$ cat src/rtl/pc_ctx_pkg.sv
package pc_ctx_pkg;
    typedef enum logic [3:0] {
        CMD_HOLD   = 4'd0,
        CMD_INC    = 4'd1,
        CMD_JUMP   = 4'd2,
        CMD_BRANCH = 4'd3,
        CMD_CALL   = 4'd4,
        CMD_INT    = 4'd5,
        CMD_NMI    = 4'd6,
        CMD_RET    = 4'd7,
        CMD_RETI   = 4'd8,
        CMD_RESET  = 4'd9
    } cmd_e;

    typedef enum logic [1:0] {
        CTX_NORMAL = 2'd0,
        CTX_INT    = 2'd1,
        CTX_NMI    = 2'd2
    } ctx_e;

    localparam int NUM_CTX = 3;
endpackage

$ cat src/rtl/shift_stack.sv
module shift_stack #(
    parameter int WIDTH = 12,
    parameter int DEPTH = 6
) (
    input  logic             clk,
    input  logic             rst_n,
    input  logic             clr,
    input  logic             push,
    input  logic             pop,
    input  logic [WIDTH-1:0] din,
    output logic [WIDTH-1:0] top,
    output logic             empty
);
    localparam int CNT_W = $clog2(DEPTH + 1);

    logic [WIDTH-1:0] level_q [DEPTH];
    logic [CNT_W-1:0] count_q;

    assign top   = level_q[0];
    assign empty = (count_q == '0);

    // Level 0 takes the pushed value; deeper levels copy their neighbours.
    for (genvar i = 0; i < DEPTH; i++) begin : g_level
        always_ff @(posedge clk or negedge rst_n) begin
            if (!rst_n) begin
                level_q[i] <= '0;
            end else if (clr) begin
                level_q[i] <= '0;
            end else if (push) begin
                if (i == 0) level_q[i] <= din;
                else        level_q[i] <= level_q[(i == 0) ? 0 : i-1];
            end else if (pop && !empty) begin
                if (i == DEPTH-1) level_q[i] <= '0;
                else              level_q[i] <= level_q[(i == DEPTH-1) ? i : i+1];
            end
        end
    end

    always_ff @(posedge clk or negedge rst_n) begin
        if (!rst_n) begin
            count_q <= '0;
        end else if (clr) begin
            count_q <= '0;
        end else if (push) begin
            if (count_q != CNT_W'(DEPTH)) count_q <= count_q + 1'b1;
        end else if (pop && !empty) begin
            count_q <= count_q - 1'b1;
        end
    end


    no_overflow_chk: assert property (@(posedge clk) disable iff (!rst_n)
        (push && !clr && count_q == CNT_W'(DEPTH)) |=> (count_q == CNT_W'(DEPTH)));


    empty_pop_chk: assert property (@(posedge clk) disable iff (!rst_n)
        (pop && !push && !clr && empty) |=> (empty && $stable(top)));
endmodule

$ cat src/rtl/flag_bank.sv
module flag_bank
    import pc_ctx_pkg::*;
(
    input  logic clk,
    input  logic rst_n,
    input  ctx_e sel,
    input  logic c_we,
    input  logic c_in,
    input  logic z_we,
    input  logic z_in,
    output logic c_out,
    output logic z_out
);
    logic [NUM_CTX-1:0] c_q;
    logic [NUM_CTX-1:0] z_q;

    for (genvar i = 0; i < NUM_CTX; i++) begin : g_pair
        always_ff @(posedge clk or negedge rst_n) begin
            if (!rst_n) begin
                c_q[i] <= 1'b0;
                z_q[i] <= 1'b0;
            end else if (sel == ctx_e'(i)) begin
                if (c_we) c_q[i] <= c_in;
                if (z_we) z_q[i] <= z_in;
            end
        end


        idle_pair_chk: assert property (@(posedge clk) disable iff (!rst_n)
            (sel != ctx_e'(i)) |=> ($stable(c_q[i]) && $stable(z_q[i])));
    end

    always_comb begin
        c_out = 1'b0;
        z_out = 1'b0;
        unique case (sel)
            CTX_NORMAL: begin c_out = c_q[0]; z_out = z_q[0]; end
            CTX_INT:    begin c_out = c_q[1]; z_out = z_q[1]; end
            CTX_NMI:    begin c_out = c_q[2]; z_out = z_q[2]; end
            default:    begin c_out = 1'b0;   z_out = 1'b0;   end
        endcase
    end
endmodule

$ cat src/rtl/pc_ctx_unit.sv
module pc_ctx_unit
    import pc_ctx_pkg::*;
#(
    parameter int          PC_W      = 12,
    parameter int          OFF_W     = 8,
    parameter int          DEPTH     = 6,
    parameter logic [11:0] RESET_VEC = 12'hFFE
) (
    input  logic             clk,
    input  logic             rst_n,
    input  logic [3:0]       cmd_i,
    input  logic [PC_W-1:0]  target_i,
    input  logic [OFF_W-1:0] offset_i,
    input  logic             c_we_i,
    input  logic             c_i,
    input  logic             z_we_i,
    input  logic             z_i,
    output logic [PC_W-1:0]  pc_o,
    output logic             carry_o,
    output logic             zero_o,
    output logic [1:0]       ctx_o
);
    localparam logic [PC_W-1:0] RST_PC = PC_W'(RESET_VEC);

    cmd_e            cmd;
    ctx_e            ctx_q, ctx_d;
    logic [PC_W-1:0] pc_q, pc_d;
    logic [PC_W-1:0] pc_inc, pc_rel;

    logic            ret_push, ret_pop, ret_empty;
    logic [PC_W-1:0] ret_din, ret_top;
    logic            hist_push, hist_pop, hist_empty, stk_clr;
    logic [1:0]      hist_top;

    assign cmd    = cmd_e'(cmd_i);
    assign pc_inc = pc_q + 1'b1;
    assign pc_rel = pc_q + {{(PC_W-OFF_W){offset_i[OFF_W-1]}}, offset_i};

    // State register: context and program counter
    always_ff @(posedge clk or negedge rst_n) begin
        if (!rst_n) begin
            ctx_q <= CTX_NMI;
            pc_q  <= RST_PC;
        end else begin
            ctx_q <= ctx_d;
            pc_q  <= pc_d;
        end
    end

    // Next state and stack controls
    always_comb begin
        ctx_d     = ctx_q;
        pc_d      = pc_q;
        ret_push  = 1'b0;
        ret_pop   = 1'b0;
        ret_din   = pc_q;
        hist_push = 1'b0;
        hist_pop  = 1'b0;
        stk_clr   = 1'b0;
        case (cmd)
            CMD_INC:    pc_d = pc_inc;
            CMD_JUMP:   pc_d = target_i;
            CMD_BRANCH: pc_d = pc_rel;
            CMD_CALL: begin
                ret_push = 1'b1;
                ret_din  = pc_inc;
                pc_d     = target_i;
            end
            CMD_INT, CMD_NMI: begin
                ret_push  = 1'b1;
                hist_push = 1'b1;
                pc_d      = target_i;
                ctx_d     = (cmd == CMD_INT) ? CTX_INT : CTX_NMI;
            end
            CMD_RET, CMD_RETI: begin
                ret_pop = 1'b1;
                pc_d    = ret_empty ? pc_inc : ret_top;
                if (cmd == CMD_RETI) begin
                    hist_pop = 1'b1;
                    unique case (ctx_q)
                        CTX_NORMAL, CTX_INT, CTX_NMI:
                            ctx_d = hist_empty ? CTX_NORMAL : ctx_e'(hist_top);
                        default: ctx_d = CTX_NORMAL;
                    endcase
                end
            end
            CMD_RESET: begin
                stk_clr = 1'b1;
                pc_d    = RST_PC;
                ctx_d   = CTX_NMI;
            end
            default: pc_d = pc_q;
        endcase
    end

    shift_stack #(.WIDTH(PC_W), .DEPTH(DEPTH)) u_ret (
        .clk(clk), .rst_n(rst_n), .clr(stk_clr), .push(ret_push), .pop(ret_pop),
        .din(ret_din), .top(ret_top), .empty(ret_empty)
    );

    shift_stack #(.WIDTH(2), .DEPTH(DEPTH)) u_hist (
        .clk(clk), .rst_n(rst_n), .clr(stk_clr), .push(hist_push), .pop(hist_pop),
        .din(ctx_q), .top(hist_top), .empty(hist_empty)
    );

    flag_bank u_flags (
        .clk(clk), .rst_n(rst_n), .sel(ctx_q),
        .c_we(c_we_i), .c_in(c_i), .z_we(z_we_i), .z_in(z_i),
        .c_out(carry_o), .z_out(zero_o)
    );

    // Outputs
    always_comb begin
        pc_o  = pc_q;
        ctx_o = ctx_q;
    end


    inc_step_chk: assert property (@(posedge clk) disable iff (!rst_n)
        (cmd_i == 4'd1) |=> (pc_o == PC_W'($past(pc_o) + 1'b1)));


    soft_reset_chk: assert property (@(posedge clk) disable iff (!rst_n)
        (cmd_i == 4'd9) |=> (pc_o == RST_PC && ctx_o == 2'd2));


    int_entry_chk: assert property (@(posedge clk) disable iff (!rst_n)
        (cmd_i == 4'd5) |=> (ctx_o == 2'd1 && pc_o == $past(target_i)));


    ret_ctx_chk: assert property (@(posedge clk) disable iff (!rst_n)
        (cmd_i == 4'd7) |=> $stable(ctx_o));
endmodule

$ cat config.mk
export PLATFORM = sky130hd
export DESIGN_NAME = pc_ctx_unit
export DESIGN_NICKNAME = d
export VERILOG_FILES = /design/src/rtl/pc_ctx_pkg.sv /design/src/rtl/shift_stack.sv /design/src/rtl/flag_bank.sv /design/src/rtl/pc_ctx_unit.sv
export SDC_FILE = /design/constraint.sdc
export NUM_CORES = 1
export LEC_CHECK = 0
export ABC_AREA = 1
export CORE_UTILIZATION = 32
export CTS_CLUSTER_DIAMETER = 40
export DETAILED_ROUTE_END_ITERATION = 12
export PLACE_DENSITY = 0.51
export REMOVE_ABC_BUFFERS = 1
export SYNTH_ARGS = -nofsm -noshare
export SYNTH_HDL_FRONTEND = slang
export SYNTH_SLANG_ARGS = --single-unit
$ cat constraint.sdc
create_clock -name clk -period 1.77 [get_ports clk]
set_clock_uncertainty 0.1 [all_clocks]
set_input_delay 0.354 -clock clk [delete_from_list [all_inputs] [get_ports clk]]
set_output_delay 0.354 -clock clk [all_outputs]
set_load 0.01 [all_outputs]
Word-level counts from Yosys, hierarchy flattened
Index checks and enable logic that the tools add are counted.

$add $sub $neg: 6. $mul: 0. Div/mod/pow operators: 0. Order comparisons: 0. Equal/unequal tests: 16. Shift operators: 0. Mux-type cells: 60. Bitwise logic cells: 0. Reduce and logical (&&, ||, !) cells: 25.

Operators by type and width (number): $mux 12 (20); $pmux 12 s5 (1); $mux 2 (22); $mux 3 (8); $reduce_and 2->1 (9); $eq 4x3->1 const B (4); $add 12x1->12 const B (1); $add 12x12->12 (1); $reduce_bool 3->1 (3); $eq 4x2->1 const B (2); $eq 4x4->1 const B (2); $add 3x1->3 const B (2); $logic_not 3->1 (2); $mux 1 (6); $ne 3x1->1 const B (2); $ne 3x3->1 const B (2); $pmux 1 s3 (2); $pmux 2 s3 (1); $reduce_or 3->1 (2); $sub 3x1->3 const B (2); $reduce_bool 5->1 (1); $eq 4x1->1 const B (1); $reduce_or 2->1 (2); $reduce_or 4->1 (1); 6 further kinds (8).

Register bits after elaboration: 110. Latch bits: 0. Memory bits (writable): 0. ROM bits: 0. Input bits: 30. Output and inout bits: 16. Word-level logic and storage cells: 129. Memories: 0.

Depth between registers and ports, before layout
Gate-level depths: netlist (run 1).

Depth in word-level cells: 7. Mapped depth: 13. Mapped depth without buffers: 13.

Hierarchy
A second synthesis (run 1) with hierarchy kept.

Cell total of the unflattened synthesis: 980. Area total of the unflattened synthesis: 7149.4 um2.

By module, submodules not included: shift_stack at u_ret (instances 1, cells each 427, area an instance 3643.5 um2, sequential area each 1876.8 um2); pc_ctx_unit (instances 1, cells each 407, area an instance 2279.7 um2, sequential area each 365.4 um2); shift_stack at u_hist (instances 1, cells each 103, area an instance 880.8 um2, sequential area each 375.4 um2); flag_bank (instances 1, cells each 43, area an instance 345.3 um2, sequential area each 150.1 um2).

Least setup slack after synthesis (run 1)
No wires, ideal clock.

Path kind: input to register. Start: input port cmd_i[3]. End: register u_ret.count_q[2]. Setup time: 0.121 ns. Arrival: 1.767 ns. Required time: 1.549 ns. Slack: -0.218 ns. Cell stages on the path: 7. Path buffers: 2. Path through: inv_1 nand3_2 buf_2 buf_1 fa_1 xor2_1 a22o_1.

Longest elaborated chain between the ends: 6. Elaborated cells between the ends (all ways): 17. Classes of those cells: 7 x eq/ne; 5 x mux; 5 x reduce/logical.

RTL lines: start: declaration (RTL line pc_ctx_unit.sv:11) `input logic [3:0] cmd_i,`; $eq 4x4->1 or $eq 4x3->1 (tied branches) (RTL line pc_ctx_unit.sv:60) `case (cmd)`; $reduce_or 2->1 (RTL line pc_ctx_unit.sv:60); $mux 1 (RTL line pc_ctx_unit.sv:60); $logic_and 1x1->1 (RTL line shift_stack.sv:46) `end else if (pop && !empty) begin`; $reduce_bool 3->1 (no source line); $reduce_and 2->1 (no source line); end signal: assignment (RTL line shift_stack.sv:45) `if (count_q != CNT_W'(DEPTH)) count_q <= count_q + 1'b1;`; end signal: assignment (RTL line shift_stack.sv:47) `count_q <= count_q - 1'b1;`; end: declaration (RTL line shift_stack.sv:17) `logic [CNT_W-1:0] count_q;`.

Parallel ways exist; a longest one is shown, timed or not. A chain may end at the register's enable or synchronous reset.

Worst setup path after layout (run 1)
Start: register pc_q[0] (netlist: pc_o[0]). End: register pc_q[10] (netlist: pc_o[10]).

Longest elaborated chain between the ends: 3. Elaborated cells between the ends (all ways): 4. Classes of those cells: 2 x add/sub; 2 x mux.

RTL lines: start: declaration (RTL line pc_ctx_unit.sv:27) `logic [PC_W-1:0] pc_q, pc_d;`; start signal: assignment (RTL line pc_ctx_unit.sv:46) `pc_q <= pc_d;`; $add 12x1->12 (RTL line pc_ctx_unit.sv:36) `assign pc_inc = pc_q + 1'b1;`; $mux 12 (RTL line pc_ctx_unit.sv:77) `pc_d = ret_empty ? pc_inc : ret_top;`; $pmux 12 s5 (*) (RTL line pc_ctx_unit.sv:60).

Every way passes the cells marked *; elsewhere a longest branch is shown, timed or not.

==> impl_metrics.json, run 1 <==
{
  "status": "finished with violations",
  "violations": "negative setup slack",
  "via_count": 6111,
  "drc_errors": 0,
  "cts_tree": "yes",
  "seq_power_share": 0.341,
  "power_frac_clock": 0.182,
  "grt_pass1_wl_um": 29900,
  "synth_edf_count": 0,
  "synth.area.top_cells": "dfrtp_1 (37%), nand2_1 (13%), inv_1 (8.1%), o22ai_1 (6.6%), o21ai_0 (4.9%)",
  "yosysMostFrequentCell": "nand2_1",
  "synthTopCellsByCount": "nand2_1 (220), inv_1 (141), dfrtp_1 (98), o22ai_1 (69), o21ai_0 (64)",
  "cts_sinks": 110,
  "hold_class": "input port to asynchronous set/reset pin",
  "crit_type": "flop to flop",
  "cts_inserted_buffers": 9,
  "synth_ff_type": "dfrtp_1",
  "wl_per_cell_um": 13.5,
  "drv_cap": 0,
  "drt_iter0_drc": 280,
  "cts.clk_slew.worst_paths_ns": 0.08,
  "yosys.area.top_type": "dfrtp_1",
  "crit_buf_inv": 3,
  "synthesis.area_mm2": 0.00656,
  "p_int_mw": 6.71,
  "dieArea_mm2": 0.0211,
  "synthCells": 885,
  "rsz0062_at_grt": "yes",
  "grt_pass1_vias": 5947,
  "arrival_ns": 2.09,
  "wirelength_um": 17600,
  "max-vdd-ir-drop_mv": 0.503,
  "cts_htree_levels": 3,
  "p_per_area_mw_per_mm2": 1230,
  "slowest_delay_ns": 0.40,
  "place_congestion": 0.860,
  "r2r_setup_slack_ns": -0.12,
  "synth_warnings": 0,
  "swShare": 0.390,
  "seq_area_frac_synth": 0.422,
  "cp_max_fo": 3,
  "dpl.hpwl_um": 13000,
  "vias_per_cell": 4.69,
  "core_area_mm2": 0.0198,
  "setup_violations": 9,
  "tightest_slew_ns": 0.396,
  "crit_chain": "buf_6 -> ha_4 -> fa_2 -> buf_4 -> buf_6 -> nand3_4 -> nand3_2 -> nand2_1 -> nand3_1 -> nand2_1 -> nand2_1 -> nand2_1",
  "cp-start-kind": "flop",
  "syn_to_final_growth_pct": 36.8,
  "period_needed_ns": 1.89,
  "p_comb_frac": 0.477,
  "place_area_mm2": 0.00814,
  "die_x_um": 145,
  "fin_nets": 1078,
  "cp_slowest_cell": "dfrtp_1",
  "async_reset_ff_frac": 1.00,
  "cp_common_cell": "nand2_1",
  "timing.final.max_slew_violations": 0,
  "grt.total_usage": 0.175,
  "synth_top_cell_area_share": 0.374,
  "p_leak_nw": 4.19,
  "antenna_found_initial": 0,
  "finalWorstSetupSlack_ns": -0.115,
  "dr.pass1.iters": 5,
  "switchingPower_mw": 4.29,
  "portBuffers": 45,
  "endpoint_kind": "flop",
  "syn_area_per_cell_um2": 7.41,
  "final_area_mm2": 0.00897,
  "boundaryPins": 46,
  "num_rows": 51,
  "grt_max_degree": 56,
  "clock_latency_ns": 0.36,
  "start_util": 0.331,
  "synth_cell_type_count": 40,
  "ant_nets": 0,
  "cp.required_ns": 1.97,
  "drive_gt1_frac": 0.265,
  "period_share": 1.07,
  "grt-ovfl-total": 0,
  "fmax_mhz": 530,
  "root_buffer": "clkbuf_16",
  "hold_violations": 0,
  "yosys_register_bits": 110,
  "clockBufferDepth": 2,
  "die_h_um": 145,
  "maxSlewHeadroom": 0.736,
  "setup_tns_ns": -0.628,
  "crit_family": "adder cells",
  "diodes": 0
}
## state kept, by name, summed over array words and instances (netlist names)
name	cells
ctx_o	2
pc_o	12
u_flags.c_q	3
u_flags.z_q	3
u_hist.count_q	3
u_hist.level_q	10
u_hist.top	2
u_ret.count_q	3
u_ret.level_q	60
u_ret.top	12
## layer usage
metal | routed length [um] | GRT usage | part of all wire | up-vias
met1 | 9220 | 0.253 | 0.52 | 2814
li1 | - | - | - | 3215
met3 | 388 | 0.0258 | 0.022 | 16
met2 | 7730 | 0.268 | 0.44 | 66
met4 | 223 | 0.0500 | 0.013 | 0
met5 | 0 | 0 | 0 | -
## layout by cell type, fill, tap and decap left out, types with 6 or more instances in the layout
master,count
ha_4,9
buf_12,11
nor2_2,9
nand2_2,22
nor2_1,35
clkbuf_16,9
inv_1,133
o22ai_1,69
nand3_2,12
dfstp_2,12
nand3_1,26
clkdlybuf4s50_1,21
o21ai_0,60
nand4_1,14
buf_6,15
dlygate4sd2_1,9
o21ai_1,40
a21oi_2,6
buf_4,104
nand2_4,8
dfrtp_1,97
a21oi_1,24
nor2_4,9
inv_2,12
nand2_1,196
## power by group through the flow
stage	Combinational (mW)	Sequential [mW]	Clock [mW]
detailed placement	4.49	3.77	0
global placement	4.47	3.76	0
CTS	4.89	3.75	2.06
global route	5.88	3.84	2.17
floorplan	2.47	3.82	0
finish	5.25	3.75	2.00
## final cells by class
class / count / area, um^2
Clock buffer: 9 / 225
Clock inverter: 7 / 55.1
Fill cell: 1977 / 10800
Inverter: 150 / 578
Multi-Input combinational cell: 588 / 3450
Sequential cell: 110 / 2770
Tap cell: 265 / 332
Timing Repair Buffer: 174 / 1560
## final timing paths
path / startpoint / endpoint / cells after the start
max: pc_o[0] / pc_o[10] / 12
min: rst_n / u_ret.level_q[0] / 2
max reg2reg: pc_o[0] / pc_o[10] / 12
min reg2reg: u_flags.z_q[2] / u_flags.z_q[2] / 2
max in group asynchronous: rst_n / u_hist.level_q[3] / 3
min in group clk: u_flags.z_q[2] / u_flags.z_q[2] / 2
## cells by family (layout without fill, tap and decap cells)
family,Yosys count,after routing,synth area share
AND/OR/NAND/NOR,344,344,0.227
AO/OA/AOI/OAI,221,221,0.190
buffers and inverters,187,340,0.118
flip-flops,110,110,0.422
adder cells (fa/ha/maj),15,15,0.0321
XOR/XNOR,8,8,0.0107
## repair_timing
item | 4_1_cts | 5_1_grt
setup endpoints to repair | 115 | 34
hold buffers | 1 | 0
hold endpoints to repair | 24 | 0
buffers inserted | 6 | 8
pin swaps | 20 | 31
gates resized for setup | 114 | 64
## stage by stage
stage               std cells  total power, mW  setup WS [ns]  hold WS (ns)  utilization
finish                   1303             11.0         -0.115         0.359        0.453
global route             1303             11.9         -0.219         0.388        0.453
CTS                      1297             10.7         -0.130         0.369        0.443
detailed placement       1274             8.26         -0.576         0.219        0.411
global placement         1274             8.23         -0.564         0.215        0.411
floorplan                 848             6.29          -1.78       -0.0416            -
(Power assumes the default switching activity.)
==> run 2, diff against run 1 <==
--- a/config.mk
+++ b/config.mk
@@ -7,10 +7,10 @@
 export LEC_CHECK = 0
 export ABC_AREA = 1
 export CORE_UTILIZATION = 32
-export CTS_CLUSTER_DIAMETER = 40
 export DETAILED_ROUTE_END_ITERATION = 12
 export PLACE_DENSITY = 0.51
 export REMOVE_ABC_BUFFERS = 1
+export SKIP_LAST_GASP = 1
 export SYNTH_ARGS = -nofsm -noshare
 export SYNTH_HDL_FRONTEND = slang
 export SYNTH_SLANG_ARGS = --single-unit
==> impl_metrics.json, run 2 (synthesis results as in run 1) <==
{
  "arrival_ns": 2.09,
  "crit_family": "adder cells",
  "final_cell_mix": "nand2_1 (198), inv_1 (134), buf_4 (106)",
  "cp-start-kind": "flop",
  "cp.required_ns": 1.97,
  "maxSlewHeadroom": 0.737,
  "fill_cells": 1976,
  "drive_gt1_frac": 0.261,
  "period_needed_ns": 1.90,
  "ant_nets": 0,
  "dpl.hpwl_um": 13000,
  "largest_register": "u_ret.level_q",
  "cts_tree": "yes",
  "cp_max_fo": 3,
  "antenna_found_initial": 0,
  "wirelength_um": 17700,
  "crit_start": "pc_o[0]",
  "root_buffer": "clkbuf_16",
  "portBuffers": 45,
  "die_x_um": 145,
  "grt_pass1_wl_um": 29900,
  "endpoint_kind": "flop",
  "start_util": 0.331,
  "period_share": 1.07,
  "p_leak_nw": 4.21,
  "dr.pass1.iters": 4,
  "setup_tns_ns": -0.615,
  "fin_nets": 1082,
  "max-vdd-ir-drop_mv": 0.498,
  "clockBufferDepth": 2,
  "place_ws_ns": -0.576,
  "final_common_cell": "nand2_1",
  "num_rows": 51,
  "place_congestion": 0.860,
  "violations": "negative setup slack",
  "cts_htree_levels": 3,
  "vias_per_cell": 4.69,
  "p_per_area_mw_per_mm2": 1230,
  "cts.clk_slew.worst_paths_ns": 0.08,
  "cp_common_cell": "nand2_1",
  "finalWorstSetupSlack_ns": -0.126,
  "largest_reg_flops": 60,
  "grt.total_usage": 0.175,
  "drv_cap": 0,
  "cts_inserted_buffers": 9,
  "crit_type": "flop to flop",
  "clock_latency_ns": 0.36,
  "cts_sinks": 110,
  "crit_chain": "buf_6 -> ha_4 -> fa_2 -> buf_4 -> buf_6 -> nand3_4 -> nand4_1 -> nand3_1 -> nand2_1 -> nand2_1 -> nand2_1",
  "via_count": 6133,
  "whs_ns": 0.360,
  "hold_violations": 0,
  "grt-ovfl-total": 0,
  "tightest_slew_ns": 0.395,
  "dieArea_mm2": 0.0211,
  "rsz0062_at_grt": "yes",
  "timing.final.max_slew_violations": 0,
  "wl_per_cell_um": 13.5,
  "syn_to_final_growth_pct": 37.1,
  "hold_class": "input port to asynchronous set/reset pin",
  "core_area_mm2": 0.0198,
  "drc_errors": 0,
  "drt_iter0_drc": 328,
  "final_core_util": 0.454,
  "slowest_delay_ns": 0.40,
  "diodes": 0,
  "setup_violations": 8,
  "grt_pass1_vias": 5947,
  "r2r_start": "pc_o[0]",
  "status": "finished with violations",
  "boundaryPins": 46,
  "die_h_um": 145,
  "grt_max_degree": 56,
  "cp_slowest_cell": "dfrtp_1",
  "crit_buf_inv": 3,
  "fmax_mhz": 527
}
==> run 2: cell type report <==
type / instances / area (um^2) / share of cell area
Inverter: 150 / 576 / 0.0641
Clock buffer: 9 / 225 / 0.0251
Timing Repair Buffer: 178 / 1590 / 0.177
Clock inverter: 7 / 55.1 / 0.00613
Tap cell: 265 / 332 / 0.0369
Sequential cell: 110 / 2770 / 0.308
Multi-Input combinational cell: 588 / 3440 / 0.383
==> run 2: through the flow <==
stage          area, um^2  cells  power, mW
4_1_cts              8730   1297       10.7
3_5_place_dp         8140   1274       8.26
5_1_grt              8980   1307       11.9
3_3_place_gp         8140   1274       8.23
2_1_floorplan        6340    848       6.29
6_report             8980   1307       11.0
==> run 2: worst reg2reg max path: stages (launching register included) <==
cell and delay [ns]:
dfrtp_1 0.40, buf_6 0.12, ha_4 0.16, fa_2 0.37
buf_4 0.16, buf_6 0.11, nand3_4 0.08, nand4_1 0.11
nand3_1 0.08, nand2_1 0.05, nand2_1 0.05, nand2_1 0.05
==> run 2: report_power, final <==
part | switching, mW | total [mW] | leakage [nW] | internal [mW]
clock | 1.01 | 1.99 | 0.143 | 0.978
combinational | 2.86 | 5.31 | 2.65 | 2.44
sequential | 0.422 | 3.75 | 1.42 | 3.33
total | 4.30 | 11.0 | 4.21 | 6.75
==> run 2: final timing paths <==
check	endpoint	slack, ns	depth (start not counted)
worst min register to register	u_flags.z_q[2]	0.39	2
min in group clk	u_flags.z_q[2]	0.39	2
worst min-delay path	u_ret.level_q[0]	0.36	2
worst max-delay path	pc_o[10]	-0.13	11
worst max register to register	pc_o[10]	-0.13	11
max in group asynchronous	u_hist.level_q[3]	0.64	3
==> run 2: repair_timing <==
item / CTS / global route
pin swaps: 20 / 34
gates resized for setup: 94 / 73
setup endpoints to repair: 115 / 36
setup buffers: 6 / 12
hold buffers: 1 / 0
cloned: 0 / 0
endpoints found under the hold margin: 24 / 0
==> run 2: per-layer routing <==
| layer | track usage | share of wire |
|---|---|---|
| met2 | 0.268 | 0.45 |
| met1 | 0.254 | 0.52 |
| met5 | 0 | 0 |
| met4 | 0.0500 | 0.013 |
| met3 | 0.0258 | 0.025 |
